[src/rtl/dshift_pkg.sv]
package dshift_pkg;
  localparam int WORD_W = 24;
  localparam int CNT_W  = 6;

  typedef enum logic [2:0] {
    OP_SHR = 3'd0,
    OP_CYR = 3'd1,
    OP_SHL = 3'd2,
    OP_CYL = 3'd3,
    OP_NRM = 3'd4
  } dsh_op_e;

  typedef enum logic {
    ST_IDLE = 1'b0,
    ST_RUN  = 1'b1
  } dsh_state_e;
endpackage

[src/rtl/dshift_decode.sv]
module dshift_decode
  import dshift_pkg::*;
(
  input  logic       dir_left,
  input  logic [1:0] mode,
  output dsh_op_e    op,
  output logic       illegal
);
  always_comb begin
    op      = OP_SHR;
    illegal = 1'b0;
    if (!dir_left) begin
      unique case (mode)
        2'b10:   op = OP_CYR;
        2'b00:   op = OP_SHR;
        default: begin op = OP_SHR; illegal = 1'b1; end
      endcase
    end else begin
      unique case (mode)
        2'b00:   op = OP_SHL;
        2'b10:   op = OP_CYL;
        2'b01:   op = OP_NRM;
        default: begin op = OP_SHL; illegal = 1'b1; end
      endcase
    end
  end
endmodule

[src/rtl/dshift_datapath.sv]
module dshift_datapath
  import dshift_pkg::*;
#(
  parameter int W = 24
) (
  input  logic         clk,
  input  logic         rst,
  input  logic         load,
  input  logic         step,
  input  dsh_op_e      op,
  input  logic [W-1:0] a_in,
  input  logic [W-1:0] b_in,
  input  logic [W-1:0] x_in,
  output logic [W-1:0] a_q,
  output logic [W-1:0] b_q,
  output logic [W-1:0] x_q,
  output logic         norm_stop,
  output logic         ovf_seen
);
  localparam int PW = 2 * W;

  logic [PW-1:0] pair;
  logic [PW-1:0] pair_nxt;
  logic          sign0;
  logic          enter_bit;

  assign pair      = {a_q, b_q};
  assign enter_bit = a_q[W-2];
  assign norm_stop = (op == OP_NRM) && (a_q[W-1] != a_q[W-2]);

  always_comb begin
    unique case (op)
      OP_SHR:  pair_nxt = {pair[PW-1], pair[PW-1:1]};
      OP_CYR:  pair_nxt = {pair[0], pair[PW-1:1]};
      OP_CYL:  pair_nxt = {pair[PW-2:0], pair[PW-1]};
      default: pair_nxt = {pair[PW-2:0], 1'b0};
    endcase
  end

  always_ff @(posedge clk) begin
    if (rst) begin
      a_q      <= '0;
      b_q      <= '0;
      x_q      <= '0;
      sign0    <= 1'b0;
      ovf_seen <= 1'b0;
    end else if (load) begin
      a_q      <= a_in;
      b_q      <= b_in;
      x_q      <= x_in;
      sign0    <= a_in[W-1];
      ovf_seen <= 1'b0;
    end else if (step) begin
      {a_q, b_q} <= pair_nxt;
      if (op == OP_NRM) x_q <= x_q - 1'b1;
      if (op == OP_SHL && enter_bit != sign0) ovf_seen <= 1'b1;
    end
  end

  // arithmetic right shift keeps the top bit of A
  a_r3_sign_hold: assert property (@(posedge clk) disable iff (rst)
    (step && op == OP_SHR) |=> (a_q[W-1] == $past(a_q[W-1])));

  // rotation preserves the number of ones in the pair
  a_r4_r7_rot_ones: assert property (@(posedge clk) disable iff (rst)
    (step && (op == OP_CYR || op == OP_CYL)) |=>
      ($countones({a_q, b_q}) == $past($countones({a_q, b_q}))));

  // each normalize move decrements the index by one
  a_r8_index_dec: assert property (@(posedge clk) disable iff (rst)
    (step && op == OP_NRM) |=> (x_q == $past(x_q) - 1'b1));

  // modes other than normalize leave the index alone
  a_r5_index_hold: assert property (@(posedge clk) disable iff (rst)
    (step && op != OP_NRM) |=> $stable(x_q));

  // the sign-change record is raised only by left shifts
  a_r6_ovf_only_shl: assert property (@(posedge clk) disable iff (rst)
    $rose(ovf_seen) |-> ($past(op) == OP_SHL && $past(step)));
endmodule

[src/rtl/dshift_ctrl.sv]
module dshift_ctrl
  import dshift_pkg::*;
#(
  parameter int CW = 6
) (
  input  logic          clk,
  input  logic          rst,
  input  logic          start,
  input  logic [CW-1:0] count,
  input  dsh_op_e       dec_op,
  input  logic          dec_illegal,
  input  logic          norm_stop,
  input  logic          ovf_seen,
  output logic          load,
  output logic          step,
  output dsh_op_e       op_q,
  output logic          illegal_q,
  output logic [CW-1:0] shifts_q,
  output logic          done_q,
  output logic          ovf_q
);
  dsh_state_e    st;
  logic [CW-1:0] remain;
  logic [CW-1:0] limit_q;
  logic          finish;

  assign load   = (st == ST_IDLE) && start;
  assign finish = (st == ST_RUN) && (remain == '0 || norm_stop);
  assign step   = (st == ST_RUN) && !finish;

  always_ff @(posedge clk) begin
    if (rst) begin
      st        <= ST_IDLE;
      remain    <= '0;
      limit_q   <= '0;
      shifts_q  <= '0;
      done_q    <= 1'b0;
      ovf_q     <= 1'b0;
      op_q      <= OP_SHR;
      illegal_q <= 1'b0;
    end else begin
      done_q <= 1'b0;
      ovf_q  <= 1'b0;
      if (load) begin
        st        <= ST_RUN;
        remain    <= count;
        limit_q   <= count;
        shifts_q  <= '0;
        op_q      <= dec_op;
        illegal_q <= dec_illegal;
      end else if (finish) begin
        st     <= ST_IDLE;
        done_q <= 1'b1;
        ovf_q  <= ovf_seen;
      end else if (step) begin
        remain   <= remain - 1'b1;
        shifts_q <= shifts_q + 1'b1;
      end
    end
  end

  // completion is a single-cycle pulse
  a_r2_done_pulse: assert property (@(posedge clk) disable iff (rst)
    done_q |=> !done_q);

  // the sign-change report only accompanies completion
  a_r6_ovf_with_done: assert property (@(posedge clk) disable iff (rst)
    ovf_q |-> done_q);

  // moves never exceed the captured limit
  a_r9_moves_bounded: assert property (@(posedge clk) disable iff (rst)
    shifts_q <= limit_q);

  // a start while running does not reload the limit
  a_r11_busy_ignore: assert property (@(posedge clk) disable iff (rst)
    (st == ST_RUN && start) |=> $stable(limit_q));
endmodule

[src/rtl/dshift_top.sv]
module dshift_top
  import dshift_pkg::*;
#(
  parameter int W  = WORD_W,
  parameter int CW = CNT_W
) (
  input  logic          clk,
  input  logic          rst,
  input  logic          start,
  input  logic          dir_left,
  input  logic [1:0]    mode,
  input  logic [CW-1:0] count,
  input  logic [W-1:0]  a_in,
  input  logic [W-1:0]  b_in,
  input  logic [W-1:0]  x_in,
  output logic [W-1:0]  a_out,
  output logic [W-1:0]  b_out,
  output logic [W-1:0]  x_out,
  output logic          ovf_set,
  output logic          done,
  output logic [CW-1:0] shifts_done,
  output logic          illegal_mode
);
  dsh_op_e dec_op;
  dsh_op_e op_q;
  logic    dec_illegal;
  logic    load;
  logic    step;
  logic    norm_stop;
  logic    ovf_seen;

  dshift_decode u_dec (
    .dir_left (dir_left),
    .mode     (mode),
    .op       (dec_op),
    .illegal  (dec_illegal)
  );

  dshift_ctrl #(.CW(CW)) u_ctrl (
    .clk         (clk),
    .rst         (rst),
    .start       (start),
    .count       (count),
    .dec_op      (dec_op),
    .dec_illegal (dec_illegal),
    .norm_stop   (norm_stop),
    .ovf_seen    (ovf_seen),
    .load        (load),
    .step        (step),
    .op_q        (op_q),
    .illegal_q   (illegal_mode),
    .shifts_q    (shifts_done),
    .done_q      (done),
    .ovf_q       (ovf_set)
  );

  dshift_datapath #(.W(W)) u_dp (
    .clk       (clk),
    .rst       (rst),
    .load      (load),
    .step      (step),
    .op        (op_q),
    .a_in      (a_in),
    .b_in      (b_in),
    .x_in      (x_in),
    .a_q       (a_out),
    .b_q       (b_out),
    .x_q       (x_out),
    .norm_stop (norm_stop),
    .ovf_seen  (ovf_seen)
  );
endmodule

[config.mk]
export PLATFORM = sky130hd
export DESIGN_NAME = dshift_top
export DESIGN_NICKNAME = d
export VERILOG_FILES = /design/src/rtl/dshift_pkg.sv /design/src/rtl/dshift_decode.sv /design/src/rtl/dshift_datapath.sv /design/src/rtl/dshift_ctrl.sv /design/src/rtl/dshift_top.sv
export SDC_FILE = /design/constraint.sdc
export NUM_CORES = 1
export LEC_CHECK = 0
export BUFFER_PORTS_ARGS = -buffer_cell sky130_fd_sc_hd__buf_2
export CORE_MARGIN = 3
export CORE_UTILIZATION = 50
export CTS_CLUSTER_DIAMETER = 80
export DETAILED_ROUTE_END_ITERATION = 12
export PLACE_DENSITY = 0.77
export SLEW_MARGIN = 10
export SYNTH_ARGS = -nofsm -noshare
export SYNTH_HDL_FRONTEND = slang
export SYNTH_SLANG_ARGS = --single-unit
[constraint.sdc]
create_clock -name clk -period 2.4 [get_ports clk]
set_clock_uncertainty 0.15 [all_clocks]
set_input_delay 0.12 -clock clk [delete_from_list [all_inputs] [get_ports clk]]
set_output_delay 0.12 -clock clk [all_outputs]
set_load 0.01 [all_outputs]
==> results of run 1 <==
[logic make-up after synthesis]
kind of cell | count (synthesis)
AND/OR/NAND/NOR | 217
AO/OA/AOI/OAI | 102
flip-flops | 93
buffers and inverters | 48
multiplexers | 46
XOR/XNOR | 31
adder cells (fa/ha/maj) | 4
[critical path: stages, from the launching register on]
cell and delay (ns):
dfxtp_1 0.36, or3_1 0.54, o221ai_4 0.35, buf_12 0.24
buf_4 0.24, o22ai_1 0.09, nor3_1 0.20
[what timing repair did]
action / 4_1_cts / 5_1_grt
buffers inserted: 0 / 0
hold buffers: 80 / 0
resized for setup: 0 / 4
hold endpoints to repair: 82 / 0
setup endpoints to repair: 0 / 8
[layer usage]
layer / GRT usage, % / wire length, µm / up-vias
met5: 0 / 0 / -
met4: 8.27 / 267 / 0
met3: 5.68 / 864 / 27
met2: 48.1 / 7360 / 187
met1: 33.7 / 6020 / 2363
li1: - / - / 2414
[cell usage in the layout (no fill, tap or decap), types with 9 or more instances in the layout]
| cell | count |
|---|---|
| buf_2 | 164 |
| nor2_1 | 92 |
| dfxtp_1 | 92 |
| dlygate4sd3_1 | 80 |
| nor3_1 | 59 |
| mux2_2 | 46 |
| o22ai_1 | 46 |
| a211oi_1 | 26 |
| xnor2_1 | 23 |
| nand2_1 | 20 |
| nor4_1 | 10 |
| clkbuf_8 | 10 |
| a21oi_1 | 9 |
[worst paths after layout]
check,from,endpoint,cells past startpoint
setup / recovery,u_ctrl.remain[2],u_dp.a_q[16],6
hold / removal,count[1],u_ctrl.remain[1],3
setup reg to reg,u_ctrl.remain[2],u_dp.a_q[16],6
hold reg to reg,u_ctrl.illegal_q,u_ctrl.illegal_q,2
[where the power goes]
part	leakage [nW]	internal, mW	switching [mW]
Clock	0.130	0.821	0.542
Combinational	2.00	0.634	0.652
Sequential	0.769	1.71	0.188
Total	2.89	3.17	1.38
[registers in the layout (all words and copies together) (netlist names)]
| signal | count |
|---|---|
| u_ctrl.done_q | 1 |
| u_dp.sign0 | 1 |
| u_dp.ovf_seen | 1 |
| u_dp.b_q | 24 |
| u_dp.x_q | 24 |
| u_ctrl.illegal_q | 1 |
| u_ctrl.shifts_q | 6 |
| u_ctrl.remain | 6 |
| u_ctrl.op_q | 3 |
| u_ctrl.ovf_q | 1 |
| u_dp.a_q | 24 |
| u_ctrl.st | 1 |
[final cells by class]
cell class / count / area [µm²]
Clock buffer: 11 / 141
Clock inverter: 4 / 120
Fill cell: 623 / 2190
Inverter: 6 / 22.5
Multi-Input combinational cell: 400 / 2640
Sequential cell: 93 / 1860
Tap cell: 108 / 135
Timing Repair Buffer: 255 / 1780
==> impl_results.md, run 1 <==
- Area grow syn2layout: 43.7%
- Mapped Nets: 629
- Minimum clock period: 2.28 ns
- Hpwl dp: 8.76 mm
- Synth top area share: 39.9%
- Unrepaired setup endpoints after global routing: no
- Initial antenna violation count: 0
- Area fraction in compound gates after synthesis: roughly 15%
- Die Wd: 103 µm
- Adder-cell share of the synthesized area: 1.07%
- Lkg Pwr: 2.89 nW
- Vias in the first global route: 4,809
- Data required time of the critical path: about 2.5 ns
- Crit Path Class: reg2reg
- Number of max-cap violations: 0
- Gr ovfl total: 0
- CP Launch Type: register
- Core ar.: 0.00889 mm²
- # IOs: 165
- Port bufs: 164
- Final core utilization: 75.4%
- Syn Area/Cell: 8.62 µm²
- Final Instance Area: 0.00670 mm²
- Setup WS pre-CTS: 0.118 ns
- CP Data Arrival Time: around 2.4 ns
- Area share of and/or/nand/nor cells after synthesis: approximately 22%
- Final hold violations: 0
- Seq/Total Area, Yosys: 39.9%
- Synth area leader: dfxtp_1
- Synth top area cells: dfxtp_1 40%, mux2_2 11%, nor2_1 7.5%
- Worst vdd ir: between 0.4 and 0.5 mV
- Largest family of logic cells by synthesized area: simple AND/OR/NAND/NOR gates
- Asr flop ratio synth: 0%
- Vias post-DR: 4,991
- Non-Filler Instances: 877
- Sinks on Clock Net: 93
- EDFF count, synth: 0
- Post-synthesis xor/xnor area fraction: 5.98%
- Final worst-path cycle share: roughly 95%
- Total track usage: 27.4%
- Commonest cells in the synthesized netlist: 93 x dfxtp_1, 93 x nor2_1, 60 x nor3_1
- Worst-Skew Late Latency: ~0.36 ns
- Cell variety after synth: 52
- First-pass GRT wire length: 23.3 mm
- CTS buffer count: 9
- FP Rows: 34
- Hold Crit Class: in2reg
- Final Max Tran Viols: 0
- Wire per inst: 16.5 µm
- Routed Antenna Nets: 0
- CTS tree: built
- DR iter-0 viols: 309
- Setup TNS: 0 ns
- CP Capture Type: register
- Total Wirelength: between 10 and 15 mm
- Nets: 853
- Synth Instances: 541
- Post-synth top flop: dfxtp_1
- Die ar.: between 0.01 and 0.015 mm²
- CTS root buffer: clkbuf_8
- Reg clk slew, reported paths: 0.08 ns
- Die Span Y: 103 µm
- Final setup fails: 0
- Dpl cell area: approximately 0.0056 mm²
- H-tree levels: 3
- Share of layout cells above drive strength 1: 32.8%
- Mux contribution to synthesized area: 11.1%
- Yosys warning count: 0
- # DRC: 0
- # diodes: 0
- Via density per instance: roughly 5.7
- Max Fclk: 438 MHz
- Drt first pass iters: 5
- CP max FO: 36
- Pwr Density: 679 mW/mm²
- Worst setup margin: 0.118 ns
- Power Total: 4.55 mW
- Worst-Margin Slew: about 0.6 ns
- Synthesized area: roughly 0.0047 mm²
- CTS Buffer Depth: 2
- RePlAce Congestion: 0.808
- Pin count of the biggest net entering global routing: 86
- Initial Util: 52.5%
- Worst Hold Slack: 0.0568 ns
- FF-to-FF setup slack: roughly 0.12 ns
- Max-slew headroom: 59.9%
- Register bit total from synthesis: 93
- Status: complete, no violations
- Placed cell count: 782
No activity file was read; power rests on OpenSTA's default activity.
==> run 2: changes to the inputs <==
--- a/config.mk
+++ b/config.mk
@@ -5,12 +5,14 @@
 export SDC_FILE = /design/constraint.sdc
 export NUM_CORES = 1
 export LEC_CHECK = 0
+export ABC_AREA = 1
 export BUFFER_PORTS_ARGS = -buffer_cell sky130_fd_sc_hd__buf_2
 export CORE_MARGIN = 3
-export CORE_UTILIZATION = 50
+export CORE_UTILIZATION = 52
 export CTS_CLUSTER_DIAMETER = 80
 export DETAILED_ROUTE_END_ITERATION = 12
-export PLACE_DENSITY = 0.77
+export PLACE_DENSITY = 0.78
+export SETUP_SLACK_MARGIN = 0.2
 export SLEW_MARGIN = 10
 export SYNTH_ARGS = -nofsm -noshare
 export SYNTH_HDL_FRONTEND = slang
==> run 2 against run 1 <==
Against the previous run:
- clock power decreased by 21%
- first-iteration DRC count is 73% higher
- worst setup slack better by 0.28 ns
- sequential share of layout area is 2.0 points lower
- via count rose by 27%
- hold slack lost 0.036 ns
- sequential cell count unchanged
- die area rose by 12%
- utilization fell by 3.1 points
- combinational power rose by 27%
- fmax up 14%
- largest power group unchanged
==> impl_results.md, run 2 <==
- Die Span Y: approximately 110 µm
- Final worst-path cycle share: 83.5%
- Asr flop ratio synth: 0%
- DR iter-0 viols: roughly 540
- Commonest non-fill, non-tap cell in the layout: nand2_1
- Setup TNS: 0 ns
- Vias post-DR: approximately 6,300
- Yosys warning count: 0
- Commonest cells in the synthesized netlist: 194 x nand2_1, 164 x nor2_1, 151 x o21ai_0
- Final hold violations: 0
- EDFF count, synth: 0
- Gr ovfl total: 0
- Final Max Tran Viols: 0
- Synth Instances: 877
- Most frequent cells in the layout: 194 x nand2_1, 164 x buf_2, 163 x nor2_1, 151 x o21ai_0, 93 x dfxtp_1
- Fill cells: 881
- Pin count of the biggest net entering global routing: 73
- Initial antenna violation count: 0
- Share of layout cells above drive strength 1: 19.3%
- Status: complete, no violations
- Worst R2R Path Depth: 6
- Via density per instance: 5.17
- Unrepaired setup endpoints after global routing: no
- Synth area leader: dfxtp_1
- CP Data Arrival Time: around 2.1 ns
- CP Buf/Inv Count: 3
- Reg clk slew, reported paths: 0.09 ns
- FF-to-FF setup slack: between 0.3 and 0.4 ns
- Synth top area share: 34.1%
- CTS tree: built
- Hpwl dp: slightly above 10 mm
- Pwr Density: 643 mW/mm²
- Crit path largest cell delay: ~0.42 ns
- Worst Hold Slack: 0.0205 ns
- CP max FO: 27
- Hold-fix buffer count after cts: 75
- CP max-delay cell: dfxtp_1
- Reg2Reg Launch Point: u_ctrl.st
- Setup crit end: u_ctrl.op_q[2]
- Top flop regs: u_dp.a_q: 24 flops, u_dp.b_q: 24 flops, u_dp.x_q: 24 flops
- Setup WS pre-CTS: 0.443 ns
- Max Fclk: 499 MHz
- Wire per inst: 13.5 µm
- Register bit total from synthesis: 93
- CTS Buffer Depth: 2
- # IOs: 165
- Mapped Nets: 965
- Cell variety after synth: 33
- H-tree levels: 3
- Initial Util: 54.6%
- Most common cell in the synthesized netlist: nand2_1
- CP top delay family: buffers and inverters
- Drt first pass iters: 5
- Worst setup margin: 0.396 ns
- Number of max-cap violations: 0
- Cell Chain, Critical Path: inv_1, nand2_2, clkinv_2, nor2_4, clkinv_1, o21ai_0
- Post-CTS setup buffers: 0
- # DRC: 0
- Max-slew headroom: roughly 65%
- Worst vdd ir: 0.339 mV
- CTS buffer count: 9
- Seq/Total Area, Yosys: 34.1%
- Synth top area cells: dfxtp_1 34%, o21ai_0 14%, nand2_1 13%
- Worst-Margin Slew: 0.526 ns
- Data required time of the critical path: ~2.5 ns
- Minimum clock period: 2.00 ns
- Register Area: between 0.0015 and 0.002 mm²
- FP Rows: 36
- CTS root buffer: clkbuf_8
- Core ar.: 0.0100 mm²
- RePlAce Congestion: approximately 0.90
- Hold Crit Class: in2reg
- Area grow syn2layout: 32.4%
- Worst-Skew Late Latency: 0.34 ns
- Total Wirelength: 16.5 mm
- Routed Antenna Nets: 0
- Area of the multi-input gates: 0.00305 mm²
- CP Capture Type: register
- Power Total: about 4.6 mW
- Final Instance Area: 0.00723 mm²
- R2R Path End: u_ctrl.op_q[2]
- Vias in the first global route: roughly 5,700
- CP Launch Type: register
- Port bufs: 164
- CP startpoint: u_ctrl.st
- Syn Area/Cell: 6.22 µm²
- Synthesized area: roughly 0.0055 mm²
- First-pass GRT wire length: 26.6 mm
- Sinks on Clock Net: 93
- Nets: about 1,200
- Crit. path cell count: 6
- Lkg Pwr: 3.45 nW
- Post-synth top flop: dfxtp_1
- Crit Path Class: reg2reg
- Total track usage: 27.6%
- Final setup fails: 0
- Post_cts resized: 0
- Die Wd: 108 µm
- Die ar.: 0.0118 mm²
- Dpl cell area: 0.00627 mm²
[run 2: changes by cell type after synthesis, sizes merged, moves of 32 or more]
cell | previous run | this run
a21oi | 9 | 41
nand2 | 20 | 197
nor2 | 93 | 168
nor3 | 61 | 8
mux2 | 46 | 0
o21ai | 5 | 168
nand3 | 4 | 43
inv | 6 | 64
o22ai | 46 | 3
[run 2: worst min path at each step]
stage | from | endpoint | cells after the start
2_1_floorplan | a_in[23] | u_dp.sign0 | 2
3_3_place_gp | x_in[16] | u_dp.x_q[16] | 3
3_5_place_dp | x_in[16] | u_dp.x_q[16] | 3
4_1_cts | x_in[21] | u_dp.x_q[21] | 5
5_1_grt | x_in[21] | u_dp.x_q[21] | 5
6_report | x_in[21] | u_dp.x_q[21] | 5
[run 2: cell type report]
| class | count | share of cell area (%) |
|---|---|---|
| Clock inverter | 3 | 0.623 |
| Sequential cell | 93 | 25.8 |
| Tap cell | 133 | 2.30 |
| Multi-Input combinational cell | 666 | 42.2 |
| Inverter | 66 | 3.44 |
| Clock buffer | 12 | 2.15 |
| Antenna cell | 1 | 0.0346 |
| Timing Repair Buffer | 251 | 23.5 |
[run 2: worst reg2reg max path: stages (launching register included)]
cell and delay (ns):
dfxtp_1 0.42, inv_1 0.07, nand2_2 0.07, clkinv_2 0.33, nor2_4 0.34, clkinv_1 0.29, o21ai_0 0.26
[run 2: cells by family (layout without fill, tap and decap cells)]
kind of cell | after synthesis | in the layout | share of synthesized area (%)
adders and majority gates | 4 | 4 | 0.917
buffers and inverters | 118 | 332 | 10.2
DFF | 93 | 93 | 34.1
and+or+nand+nor | 434 | 434 | 32.8
AOI/OAI and AO/OA | 219 | 219 | 20.5
muxes | 1 | 1 | 0.183
xor gates and xnor gates | 8 | 8 | 1.28
other | 0 | 1 | 0
[run 2: stage by stage]
step	util, %	instances
after floorplan	-	877
after global placement	62.8	1134
after detailed placement	62.8	1134
after CTS	72.3	1224
after global routing	72.3	1224
final	72.3	1225
[run 2: layer usage]
layer  vias to the layer above  wire length [µm]  GRT usage, %
met5                         -                 0             0
met4                         0               255          8.84
met3                        25              1270          4.12
met2                       269              8080          47.4
met1                      2773              6930          35.5
li1                       3266                 -             -
[run 2: power breakdown]
part,total (mW),switching [mW],internal [mW]
Combinational,1.64,0.988,0.654
Sequential,1.93,0.191,1.74
Clock,1.08,0.541,0.535
==> run 3: changes to the inputs <==
==> constraint.sdc (replaced) <==
create_clock -name clk -period 1.98 [get_ports clk]
set_clock_uncertainty 0.15 [all_clocks]
set_input_delay 0.099 -clock clk [delete_from_list [all_inputs] [get_ports clk]]
set_output_delay 0.099 -clock clk [all_outputs]
set_load 0.01 [all_outputs]
==> run 3 against run 2 <==
Against the previous run:
- worst setup slack got worse by 0.11 ns
- sequential power rose by 22%
- register-to-register slack got worse by 0.11 ns
- fmax rose by 19%
- global-route usage rose by 1.4 points
- clock power rose by 17%
- combinational power rose by 33%
- hold slack improved by 0.043 ns
==> impl_results.md, run 3 (same netlist as run 2, synthesis figures left out) <==
- Nets: roughly 1,200
- Final hold violations: 0
- Status: complete, no violations
- Routed Antenna Nets: 0
- Vias post-DR: 6,595
- # DRC: 0
- Worst vdd ir: 0.437 mV
- Unrepaired setup endpoints after global routing: no
- # IOs: 165
- Final core utilization: 75.5%
- Crit Path Class: reg2reg
- CP Launch Type: register
- Setup TNS: 0 ns
- H-tree levels: 3
- Die ar.: 0.0118 mm²
- CTS tree: built
- CP Capture Type: register
- Final setup fails: 0
- CTS Buffer Depth: 2
- CTS buffer count: 9
- Reg clk slew, reported paths: 0.09 ns
- Hold Crit Class: in2reg
- Initial Util: 54.6%
- Total Wirelength: 17.4 mm
- Data required time of the critical path: about 2.1 ns
- First-pass GRT wire length: 27.9 mm
- Initial antenna violation count: 0
- Gr ovfl total: 0
- Sinks on Clock Net: 93
- Via density per instance: 5.27
- Die Wd: between 100 and 150 µm
- Pwr Density: 765 mW/mm²
- Area grow syn2layout: 38.3%
- Share of layout cells above drive strength 1: 21.5%
- Worst-Margin Slew: between 0.4 and 0.5 ns
- Total track usage: between 20% and 30%
- Final worst-path cycle share: 85.3%
- CTS root buffer: clkbuf_8
- Number of max-cap violations: 0
- Pin count of the biggest net entering global routing: 70
- Port bufs: 164
- Hpwl dp: around 11 mm
- Die Span Y: 108 µm
- Non-Filler Instances: approximately 1,300
- Max Fclk: just under 600 MHz
- Commonest non-fill, non-tap cell in the layout: nand2_1
- Drt first pass iters: 5
- DR iter-0 viols: about 460
- Minimum clock period: around 1.7 ns
- FP Rows: 36
- Final Max Tran Viols: 0
- Most frequent cells in the layout: 194 x nand2_1, 165 x buf_2, 159 x nor2_1, 141 x o21ai_0, 90 x dfxtp_1
- CP Data Arrival Time: 1.80 ns
- CP max FO: 14
- Lkg Pwr: 3.59 nW
- Max-slew headroom: between 70% and 80%
- Top flop regs: u_dp.a_q: 24 flops, u_dp.b_q: 24 flops, u_dp.x_q: 24 flops
- Placed cell count: 1,144
- Vias in the first global route: around 6,000
- Wire per inst: ~14 µm
- RePlAce Congestion: 0.869
- Core ar.: 0.0100 mm²
- Worst-Skew Late Latency: ~0.36 ns
-- run 3: worst paths after layout --
check,startpoint,endpoint,slack (ns),depth (start not counted)
worst max-delay path,u_ctrl.remain[0],u_dp.a_q[19],0.29,9
worst max register to register,u_ctrl.remain[0],u_dp.a_q[19],0.29,9
worst min register to register,u_dp.ovf_seen,u_ctrl.ovf_q,0.32,2
worst min-delay path,start,u_ctrl.op_q[2],0.06,5
-- run 3: timing repair --
| item | in CTS | in global routing |
|---|---|---|
| pin swaps | 0 | 4 |
| endpoints found under the setup margin | 27 | 77 |
| resized for setup | 1 | 34 |
| cloned | 0 | 1 |
| setup buffers | 0 | 8 |
| hold buffers | 80 | 0 |
| hold endpoints to repair | 81 | 0 |
-- run 3: per-stage QoR --
step	setup WS, ns	total power, mW	instance area [µm²]	hold WS, ns
2_1_floorplan	0.412	3.67	5460	0.107
3_3_place_gp	0.209	4.25	6390	0.218
3_5_place_dp	0.178	4.27	6390	0.219
4_1_cts	0.199	5.64	7380	0.0448
5_1_grt	0.182	6.18	7550	0.0919
6_report	0.290	5.78	7550	0.0631
-- run 3: area by class of cell --
class	count	area, µm²
Inverter	66	273
Multi-Input combinational cell	666	3090
Fill cell	832	2450
Timing Repair Buffer	275	1960
Sequential cell	93	1870
Tap cell	133	166
Clock buffer	16	190
Antenna cell	2	5.00
-- run 3: routing by layer --
metal  vias up  routed length, µm  GRT usage [%]  share of wire, %
li1       3322                  -              -                 -
met1      2935               7170           37.1                41
met2       295               8540           48.5                49
met3        43               1180           4.18               6.8
met4         0                527           12.7               3.0
met5         -                  0              0                 0
-- run 3: where the power goes --
group          internal (mW)  leakage [nW]  switching [mW]  total (mW)
registers               2.11         0.768           0.239        2.35
logic                  0.910          2.73            1.27        2.18
clock network          0.598        0.0970           0.657        1.26
-- run 3: worst max-delay path, stage by stage, from the launching register on --
cell	delay (ns)
dfxtp_1	0.34
inv_1	0.06
ha_1	0.20
nand3_2	0.11
nand3_4	0.14
nand2_8	0.15
clkinv_8	0.09
clkbuf_16	0.18
nor2_1	0.10
nor2_1	0.05
